$ cat src/rtl/ahead_fifo_pkg.sv
package ahead_fifo_pkg;
    typedef enum logic [1:0] {
        OCC_EMPTY = 2'd0,
        OCC_PART  = 2'd1,
        OCC_FULL  = 2'd2
    } occ_e;
endpackage

$ cat src/rtl/ahead_fifo_ctrl.sv
module ahead_fifo_ctrl
    import ahead_fifo_pkg::*;
#(
    parameter int DEPTH        = 16,
    parameter bit OVF_GUARD    = 1'b1,
    parameter bit UNF_GUARD    = 1'b1,
    parameter bit WR_WHEN_FULL = 1'b0,
    localparam int AW = $clog2(DEPTH),
    localparam int CW = AW + 1
) (
    input  logic          clk,
    input  logic          aclr,
    input  logic          sclr,
    input  logic          wr_req,
    input  logic          rd_req,
    output logic          wr_ok,
    output logic          rd_ok,
    output logic [AW-1:0] wr_ptr,
    output logic [AW-1:0] rd_ptr,
    output logic [CW-1:0] used_cnt,
    output logic          full,
    output logic          empty
);
    localparam logic [AW-1:0] LAST_ADDR = AW'(DEPTH - 1);
    localparam logic [CW-1:0] ONE_LEFT  = CW'(DEPTH - 1);
    localparam logic [CW-1:0] ONE_WORD  = CW'(1);

    occ_e state, nxt;

    function automatic logic [AW-1:0] bump(input logic [AW-1:0] p);
        return (p == LAST_ADDR) ? '0 : p + 1'b1;
    endfunction

    // Request acceptance, gated by the protection options
    always_comb begin
        rd_ok = rd_req & (~empty | ~UNF_GUARD);
        wr_ok = wr_req & (~full | ~OVF_GUARD | (WR_WHEN_FULL & rd_ok));
    end

    // Next-state decision
    always_comb begin
        nxt = state;
        unique case (state)
            OCC_EMPTY: begin
                if (wr_ok && !rd_ok) nxt = OCC_PART;          // first word
            end
            OCC_PART: begin
                if (wr_ok && !rd_ok && used_cnt == ONE_LEFT)
                    nxt = OCC_FULL;                           // fill up
                else if (rd_ok && !wr_ok && used_cnt == ONE_WORD)
                    nxt = OCC_EMPTY;                          // drain out
            end
            OCC_FULL: begin
                if (rd_ok && !wr_ok) nxt = OCC_PART;          // free slot
            end
            default: nxt = OCC_EMPTY;
        endcase
    end

    // State register
    always_ff @(posedge clk or posedge aclr) begin
        if (aclr)      state <= OCC_EMPTY;
        else if (sclr) state <= OCC_EMPTY;
        else           state <= nxt;
    end

    // Flag outputs decoded from the state
    always_comb begin
        full  = (state == OCC_FULL);
        empty = (state == OCC_EMPTY);
    end

    // Pointers and word count
    always_ff @(posedge clk or posedge aclr) begin
        if (aclr) begin
            wr_ptr   <= '0;
            rd_ptr   <= '0;
            used_cnt <= '0;
        end else if (sclr) begin
            wr_ptr   <= '0;
            rd_ptr   <= '0;
            used_cnt <= '0;
        end else begin
            if (wr_ok) wr_ptr <= bump(wr_ptr);
            if (rd_ok) rd_ptr <= bump(rd_ptr);
            used_cnt <= used_cnt + CW'(wr_ok) - CW'(rd_ok);
        end
    end
endmodule

$ cat src/rtl/ahead_fifo_store.sv
module ahead_fifo_store #(
    parameter int DW    = 8,
    parameter int DEPTH = 16,
    localparam int AW = $clog2(DEPTH)
) (
    input  logic          clk,
    input  logic          we,
    input  logic [AW-1:0] waddr,
    input  logic [DW-1:0] wdata,
    input  logic [AW-1:0] raddr,
    output logic [DW-1:0] rdata
);
    logic [DW-1:0] cells [DEPTH];

    for (genvar i = 0; i < DEPTH; i++) begin : g_cell
        always_ff @(posedge clk) begin
            if (we && waddr == AW'(i)) cells[i] <= wdata;
        end
    end

    assign rdata = cells[raddr];
endmodule

$ cat src/rtl/ahead_fifo_out.sv
module ahead_fifo_out #(
    parameter int DW         = 8,
    parameter bit SHOW_AHEAD = 1'b0
) (
    input  logic          clk,
    input  logic          load,
    input  logic [DW-1:0] head,
    output logic [DW-1:0] rd_data
);
    logic [DW-1:0] held;

    // Registered word for normal mode; not cleared, so it survives both clears
    always_ff @(posedge clk) begin
        if (load) held <= head;
    end

    assign rd_data = SHOW_AHEAD ? head : held;
endmodule

$ cat src/rtl/ahead_fifo.sv
module ahead_fifo #(
    parameter int DW           = 8,
    parameter int DEPTH        = 16,
    parameter int AF_LEVEL     = 12,
    parameter int AE_LEVEL     = 4,
    parameter bit SHOW_AHEAD   = 1'b0,
    parameter bit OVF_GUARD    = 1'b1,
    parameter bit UNF_GUARD    = 1'b1,
    parameter bit WR_WHEN_FULL = 1'b0,
    localparam int CW = $clog2(DEPTH) + 1
) (
    input  logic          clk,
    input  logic          aclr,
    input  logic          sclr,
    input  logic          wr_req,
    input  logic [DW-1:0] wr_data,
    input  logic          rd_req,
    output logic [DW-1:0] rd_data,
    output logic          full,
    output logic          empty,
    output logic          almost_full,
    output logic          almost_empty,
    output logic [CW-1:0] used_cnt
);
    localparam int AW = $clog2(DEPTH);

    logic          wr_ok, rd_ok;
    logic [AW-1:0] wr_ptr, rd_ptr;
    logic [DW-1:0] head;

    ahead_fifo_ctrl #(
        .DEPTH(DEPTH), .OVF_GUARD(OVF_GUARD),
        .UNF_GUARD(UNF_GUARD), .WR_WHEN_FULL(WR_WHEN_FULL)
    ) ctrl_i (
        .clk(clk), .aclr(aclr), .sclr(sclr),
        .wr_req(wr_req), .rd_req(rd_req),
        .wr_ok(wr_ok), .rd_ok(rd_ok),
        .wr_ptr(wr_ptr), .rd_ptr(rd_ptr),
        .used_cnt(used_cnt), .full(full), .empty(empty)
    );

    ahead_fifo_store #(.DW(DW), .DEPTH(DEPTH)) store_i (
        .clk(clk), .we(wr_ok & ~sclr & ~aclr), .waddr(wr_ptr),
        .wdata(wr_data), .raddr(rd_ptr), .rdata(head)
    );

    ahead_fifo_out #(.DW(DW), .SHOW_AHEAD(SHOW_AHEAD)) out_i (
        .clk(clk), .load(rd_ok & ~sclr & ~aclr),
        .head(head), .rd_data(rd_data)
    );

    always_comb begin
        almost_full  = (used_cnt >= CW'(AF_LEVEL));
        almost_empty = (used_cnt <  CW'(AE_LEVEL));
    end
endmodule

$ cat config.mk
export PLATFORM = sky130hd
export DESIGN_NAME = ahead_fifo
export DESIGN_NICKNAME = d
export VERILOG_FILES = /design/src/rtl/ahead_fifo_pkg.sv /design/src/rtl/ahead_fifo_ctrl.sv /design/src/rtl/ahead_fifo_store.sv /design/src/rtl/ahead_fifo_out.sv /design/src/rtl/ahead_fifo.sv
export SDC_FILE = /design/constraint.sdc
export NUM_CORES = 1
export LEC_CHECK = 0
export BUFFER_PORTS_ARGS = -buffer_cell sky130_fd_sc_hd__buf_2
export CAP_MARGIN = 20
export CORE_ASPECT_RATIO = 2
export CORE_MARGIN = 5
export CORE_UTILIZATION = 25
export DETAILED_ROUTE_END_ITERATION = 7
export PLACE_DENSITY = 0.49
export SYNTH_ARGS = -nofsm -noshare
export SYNTH_HDL_FRONTEND = slang
export SYNTH_SLANG_ARGS = --single-unit
$ cat constraint.sdc
create_clock -name clk -period 2 [get_ports clk]
set_input_delay 0 -clock clk [delete_from_list [all_inputs] [get_ports clk]]
set_output_delay 0 -clock clk [all_outputs]
set_load 0.1 [all_outputs]
== After elaboration in Yosys (flattened, before gate mapping) ==
Memories as Yosys holds them, arrays and structs flattened. A register that Yosys moved wholly into a read port is not among the register bits.
Index checks and enable logic that the tools add are counted.

* Logic and storage cells: 176
* Memory bits (writable): 128
* Memories: 1
* Register bits: 15

{| class="wikitable"
|+ Memories
! memory !! words !! width !! read ports !! clocked after memory_dff !! wr ports !! RTL line !! text
|-
| store_i.cells || 16 || 8 || 1 || 1 || 1 || ahead_fifo_store.sv:13 || <nowiki>logic [DW-1:0] cells [DEPTH];</nowiki>
|}

* Bitwise logic cells: 10
* Eq/ne operators: 23
* Reductions and logical operators: 42
* $lt $le $gt $ge: 2
* Multiplexer cells: 90
* Add/subtract/negate cells: 4

{| class="wikitable"
|+ Operators by type and width
! operator !! count
|-
| 8-bit two-way mux || 15
|-
| 8-bit OR reduction || 15
|-
| 4-bit two-way mux || 21
|-
| 1-bit two-way mux || 47
|-
| 4-bit equality test, second input constant || 9
|-
| 1-bit logical AND || 20
|-
| 4-bit by 3-bit equality test with 1-bit output, second input constant || 4
|-
| 2-bit two-way mux || 5
|-
| 4-bit by 1-bit adder with 4-bit output, second input constant || 2
|-
| 4-bit by 2-bit equality test with 1-bit output, second input constant || 2
|-
| 1-bit AND || 6
|-
| 3-bit != test, second input constant || 2
|-
| 2-bit one-hot mux with 3 select lines || 1
|-
| 5-bit by 1-bit adder with 5-bit output || 1
|-
| 5-bit by 1-bit equality test with 1-bit output, second input constant || 1
|-
| 5-bit by 4-bit equality test with 1-bit output, second input constant || 1
|-
| 5-bit by 4-bit >= comparator with 1-bit output, second input constant || 1
|-
| 5-bit by 3-bit less-than comparator with 1-bit output, second input constant || 1
|-
| 5-bit two-way mux || 1
|-
| 5-bit by 1-bit subtractor with 5-bit output || 1
|-
| 4-bit by 1-bit equality test with 1-bit output, second input constant || 1
|-
| 4-bit zero test || 1
|-
| 4-bit by 2-bit != test with 1-bit output, second input constant || 1
|-
| 1-bit NOT || 4
|-
| other kinds (6) || 8
|}

== Depth between registers and ports, before layout ==
* Depth after elaboration: 24
* Mapped depth: 11
* Mapped depth without buffers: 11

== Cells and area by module ==
Synthesis repeated with hierarchy kept, for this count alone.

* Cell total of the unflattened synthesis: 328
* Area, all modules: 6145.9 um^2

{| class="wikitable"
|+ By module, submodules not included
! module !! area an instance (um^2) !! cells each !! sequential area each (um^2) !! times used
|-
| ahead_fifo_store || 4987.3 || 221 || 3843.7 || 1
|-
| ahead_fifo_ctrl || 890.9 || 95 || 375.4 || 1
|-
| ahead_fifo_out || 240.2 || 8 || 240.2 || 1
|-
| ahead_fifo || 27.5 || 4 || 0.0 || 1
|}

== Worst setup path after synthesis ==
OpenSTA, ideal clock, no wires.

* Path type: register to output
* From: register ctrl_i.used_cnt[3]
* To: output port almost_empty
* Path slack: -1.572 ns
* Path buffers: 0
* Required time: 2.000 ns
* Stages on the path, launching flop included: 4
* Arrival time: 3.572 ns
* Cells stage by stage: dfrtp_1 inv_1 ha_1 a21boi_0

* Longest elaborated chain between the ends: 1

{| class="wikitable"
|+ RTL lines
! what !! RTL line !! text
|-
| start: declaration || ahead_fifo_ctrl.sv:20 || <nowiki>output logic [CW-1:0] used_cnt,</nowiki>
|-
| start signal: assignment || ahead_fifo_ctrl.sv:86 || <nowiki>used_cnt <= used_cnt + CW'(wr_ok) - CW'(rd_ok);</nowiki>
|-
| 5-bit by 3-bit less-than comparator with 1-bit output || ahead_fifo.sv:54 || <nowiki>almost_empty = (used_cnt < CW'(AE_LEVEL));</nowiki>
|-
| end: declaration || ahead_fifo.sv:22 || <nowiki>output logic almost_empty,</nowiki>
|}

Every way passes these cells.

== Worst setup path after layout ==
* From: register ctrl_i.state[0]
* To: register ctrl_i.used_cnt[4]

* Longest elaborated chain between the ends: 6

{| class="wikitable"
|+ RTL lines
! what !! RTL line !! text
|-
| start: declaration || ahead_fifo_ctrl.sv:28 || <nowiki>occ_e state, nxt;</nowiki>
|-
| start signal: assignment || ahead_fifo_ctrl.sv:64 || <nowiki>else state <= nxt;</nowiki>
|-
| 2-bit equality test || ahead_fifo_ctrl.sv:69 || <nowiki>full = (state == OCC_FULL);</nowiki>
|-
| 1-bit NOT || ahead_fifo_ctrl.sv:37 || <nowiki>wr_ok = wr_req & (~full | ~OVF_GUARD | (WR_WHEN_FULL & rd_ok));</nowiki>
|-
| 1-bit AND || ahead_fifo_ctrl.sv:37 ||
|-
| 5-bit by 1-bit adder with 5-bit output || ahead_fifo_ctrl.sv:86 ||
|-
| 5-bit by 1-bit subtractor with 5-bit output (*) || ahead_fifo_ctrl.sv:86 ||
|-
| 5-bit two-way mux (*) || ahead_fifo_ctrl.sv:79 || <nowiki>end else if (sclr) begin</nowiki>
|}

Every way passes the cells marked *; elsewhere a longest branch is shown, timed or not.
A chain may end at the register's enable or synchronous reset.

==> summary.md <==
| Metric | Value |
|---|---|
| Routed wire length | `14300 µm` |
| Share of cells above drive strength 1 | `34.6%` |
| Num ports | `30` |
| Post-route cell area | `just under 8000 µm²` |
| Post-synthesis register bit count | `approximately 150` |
| Final setup fails | `0` |
| Fin crit period | `1.98 ns` |
| Post-synth top cells | `edfxtp_1, mux4_2, nand2_1` |
| Top-count cell post-synth | `edfxtp_1` |
| Class of the most critical setup path | `register to register` |
| Overall power | `roughly 0.008 W` |
| CTS Buf Count | `17` |
| Asr flop ratio synth | `9.93%` |
| Worst Slack Setup Final | `0.0233 ns` |
| Gr ovfl total | `0` |
| Sequential fraction of the synthesis area | `slightly above 70%` |
| Final #Nets | `454` |
| Post-Syn Area | `6160 µm²` |
| Top post-synthesis cells by area | `edfxtp_1, mux4_2, dfrtp_1` |
| Ys flop type | `edfxtp_1` |
| Power Dens Cells | `1020 nW/µm²` |
| Clk Tree Root Cell | `clkbuf_16` |
| Post-synthesis cell type count | `between 40 and 50` |
| CP Launch Type | `register` |
| Final hold vios | `0` |
| RSZ-0062 raised after global routing | `true` |
| Clock Latency Late Sink | `0.43 ns` |
| Core Footprint | `24400 µm²` |
| Arrival @ worst endpoint | `about 2.3 ns` |
| Pre-CTS WS | `-0.0537 ns` |
| DR iter-0 viols | `184` |
| Max Clk Rate | `0.506 GHz` |
| Hold Crit Class | `primary input to register` |
| Vias | `between 3000 and 4000` |
| VDD IR max | `1020 µV` |
| Share of the synthesized area in the top cell type | `66.3%` |
| Area delta synth->final | `27.3%` |
| Worst slew pin tran | `between 0.6 and 0.7 ns` |
| Drt pass-1 iters | `4` |
| Post-DP Area | `just under 7000 µm²` |
| Port bufs | `29` |
| Cells after Synth | `341` |
| Clock Path Buffers | `2` |
| Clock sink count | `151` |
| Max-cap viol count | `0` |
| Fillcell total | `2393` |
| Row count | `between 80 and 90` |
| Worst Path Required | `2.30 ns` |
| Slew margin rel. | `approximately three fifths` |
| Lkg Pwr | `2.67 nW` |
| Full die area | `28100 µm²` |
| Die extent in y | `roughly 230 µm` |
| Antenna cells | `0` |
| Die width | `about 120 µm` |
| Finished Core Util | `32.1%` |
| First-pass GRT wire length | `21500 µm` |
| DR vias/cell | `4.27` |
| Max FO, Critical Path | `5` |
| DR WL/cell | `18.5 µm` |
| # H-tree levels | `4` |
| Vias in the first global route | `roughly 3700` |
| Pin count of the biggest net entering global routing | `37` |
| DRT antenna net count | `0` |
| Initial cell density of the core | `25.2%` |
| Final Cycle Share | `between 90% and 100%` |
| Routability cong. | `0.757` |
| DRC | `0` |
| CTS tree | `built` |
| Cell taking the most area after synthesis | `edfxtp_1` |
| Post-DP HPWL | `9480 µm` |
| CP endpoint kind | `register` |
| Outcome | `completed` |
| CTS clk-pin slew, worst paths | `0.07 ns` |
| Initial antenna violation count | `0` |
| Final Max Tran Viols | `0` |
| Skew final | `between 0.01 and 0.015 ns` |
| Post-synth EDFFs | `approximately 140` |
| Ys Warns | `0` |
| Avg Cell Area, Syn | `18.1 µm²` |
| Synthesized net count | `369` |
| GRT Util Overall | `10.6%` |
## cell families (layout without fill, tap and decap cells)
group / after synthesis / count (layout) / synth area share [%]
buf+inv: 26 / 124 / 2.01
xor+xnor: 4 / 4 / 0.569
simple gates: 73 / 73 / 5.73
mux: 33 / 33 / 11.9
fa+ha+maj: 15 / 15 / 3.17
compound gates: 39 / 39 / 4.29
flops: 151 / 151 / 72.4
## metal layers
metal,track usage (%),up-vias,wire [µm]
li1,-,1511,-
met1,10.4,1706,5090
met2,20.5,56,8430
met3,1.93,22,373
met4,5.28,0,361
met5,0,-,0
## what timing repair did
action | in CTS | in global routing
gates cloned | 0 | 1
gates resized for setup | 4 | 17
endpoints found under the hold margin | 157 | 0
hold buffers | 20 | 0
pin swaps | 0 | 6
buffers inserted | 0 | 0
endpoints found under the setup margin | 9 | 131
## state kept, by name (all words and copies together), names as in the netlist
register	flops
store_i.cells	128
out_i.rd_data	8
ctrl_i.used_cnt	5
ctrl_i.rd_ptr	4
ctrl_i.wr_ptr	4
ctrl_i.state	2
## layout make-up
cell class	instances	area (µm²)	area share, %
clock buffer	25	572	7.29
multi-input combinational	164	1660	21.1
sequential	151	4470	57.0
clock inverter	7	46.3	0.590
inverter	11	41.3	0.527
tap	332	415	5.30
timing repair buffer	81	641	8.17
## critical path: stages (launching register included)
cell      delay (ns)
dfrtp_2         0.44
nand2b_4        0.16
nand2_2         0.08
nand2_2         0.07
nand2_2         0.07
ha_4            0.13
inv_2           0.04
fa_2            0.37
nand2b_4        0.16
a21oi_4         0.14
or3_4           0.14
a21oi_2         0.04
## placed cells by master (no fill, tap or decap), drive strengths merged, types with 14 or more instances in the layout
master,synthesis,routed
a22oi,16,16
edfxtp,136,136
buf,11,60
nand2,24,24
clkbuf,4,26
nor2,22,22
mux4,32,32
ha,14,14
dfrtp,15,15
inv,11,15
dlygate4sd3,0,20
## worst paths after layout
kind / startpoint / end / slack, ns / depth (start not counted)
max: ctrl_i.state[0] / ctrl_i.used_cnt[4] / 0.02 / 11
min: wr_req / ctrl_i.state[0] / 0.09 / 4
max reg2reg: ctrl_i.state[0] / ctrl_i.used_cnt[4] / 0.02 / 11
min reg2reg: ctrl_i.wr_ptr[3] / ctrl_i.wr_ptr[3] / 0.68 / 2
max in group asynchronous: aclr / ctrl_i.used_cnt[4] / 1.36 / 3
min in group asynchronous: aclr / ctrl_i.wr_ptr[2] / 0.20 / 3
## stage by stage
| step | setup TNS, ns | std cells | hold WS, ns |
|---|---|---|---|
| 2_1_floorplan | -7.03 | 341 | -0.0988 |
| 3_3_place_gp | -0.117 | 718 | 0.112 |
| 3_5_place_dp | -0.420 | 718 | 0.113 |
| 4_1_cts | -0.0289 | 770 | 0.0456 |
| 5_1_grt | -1.83 | 771 | 0.128 |
| 6_report | 0 | 771 | 0.0904 |
## power by group
| group | total [W] | switching [W] | leakage [nW] | internal (W) |
|---|---|---|---|---|
| clock | 0.00327 | 0.00128 | 0.311 | 0.00200 |
| sequential | 0.00356 | 0.0000639 | 1.41 | 0.00349 |
| combinational | 0.00120 | 0.000805 | 0.950 | 0.000398 |
| total | 0.00804 | 0.00215 | 2.67 | 0.00589 |
Note: power is estimated with default switching activity, not from simulation.
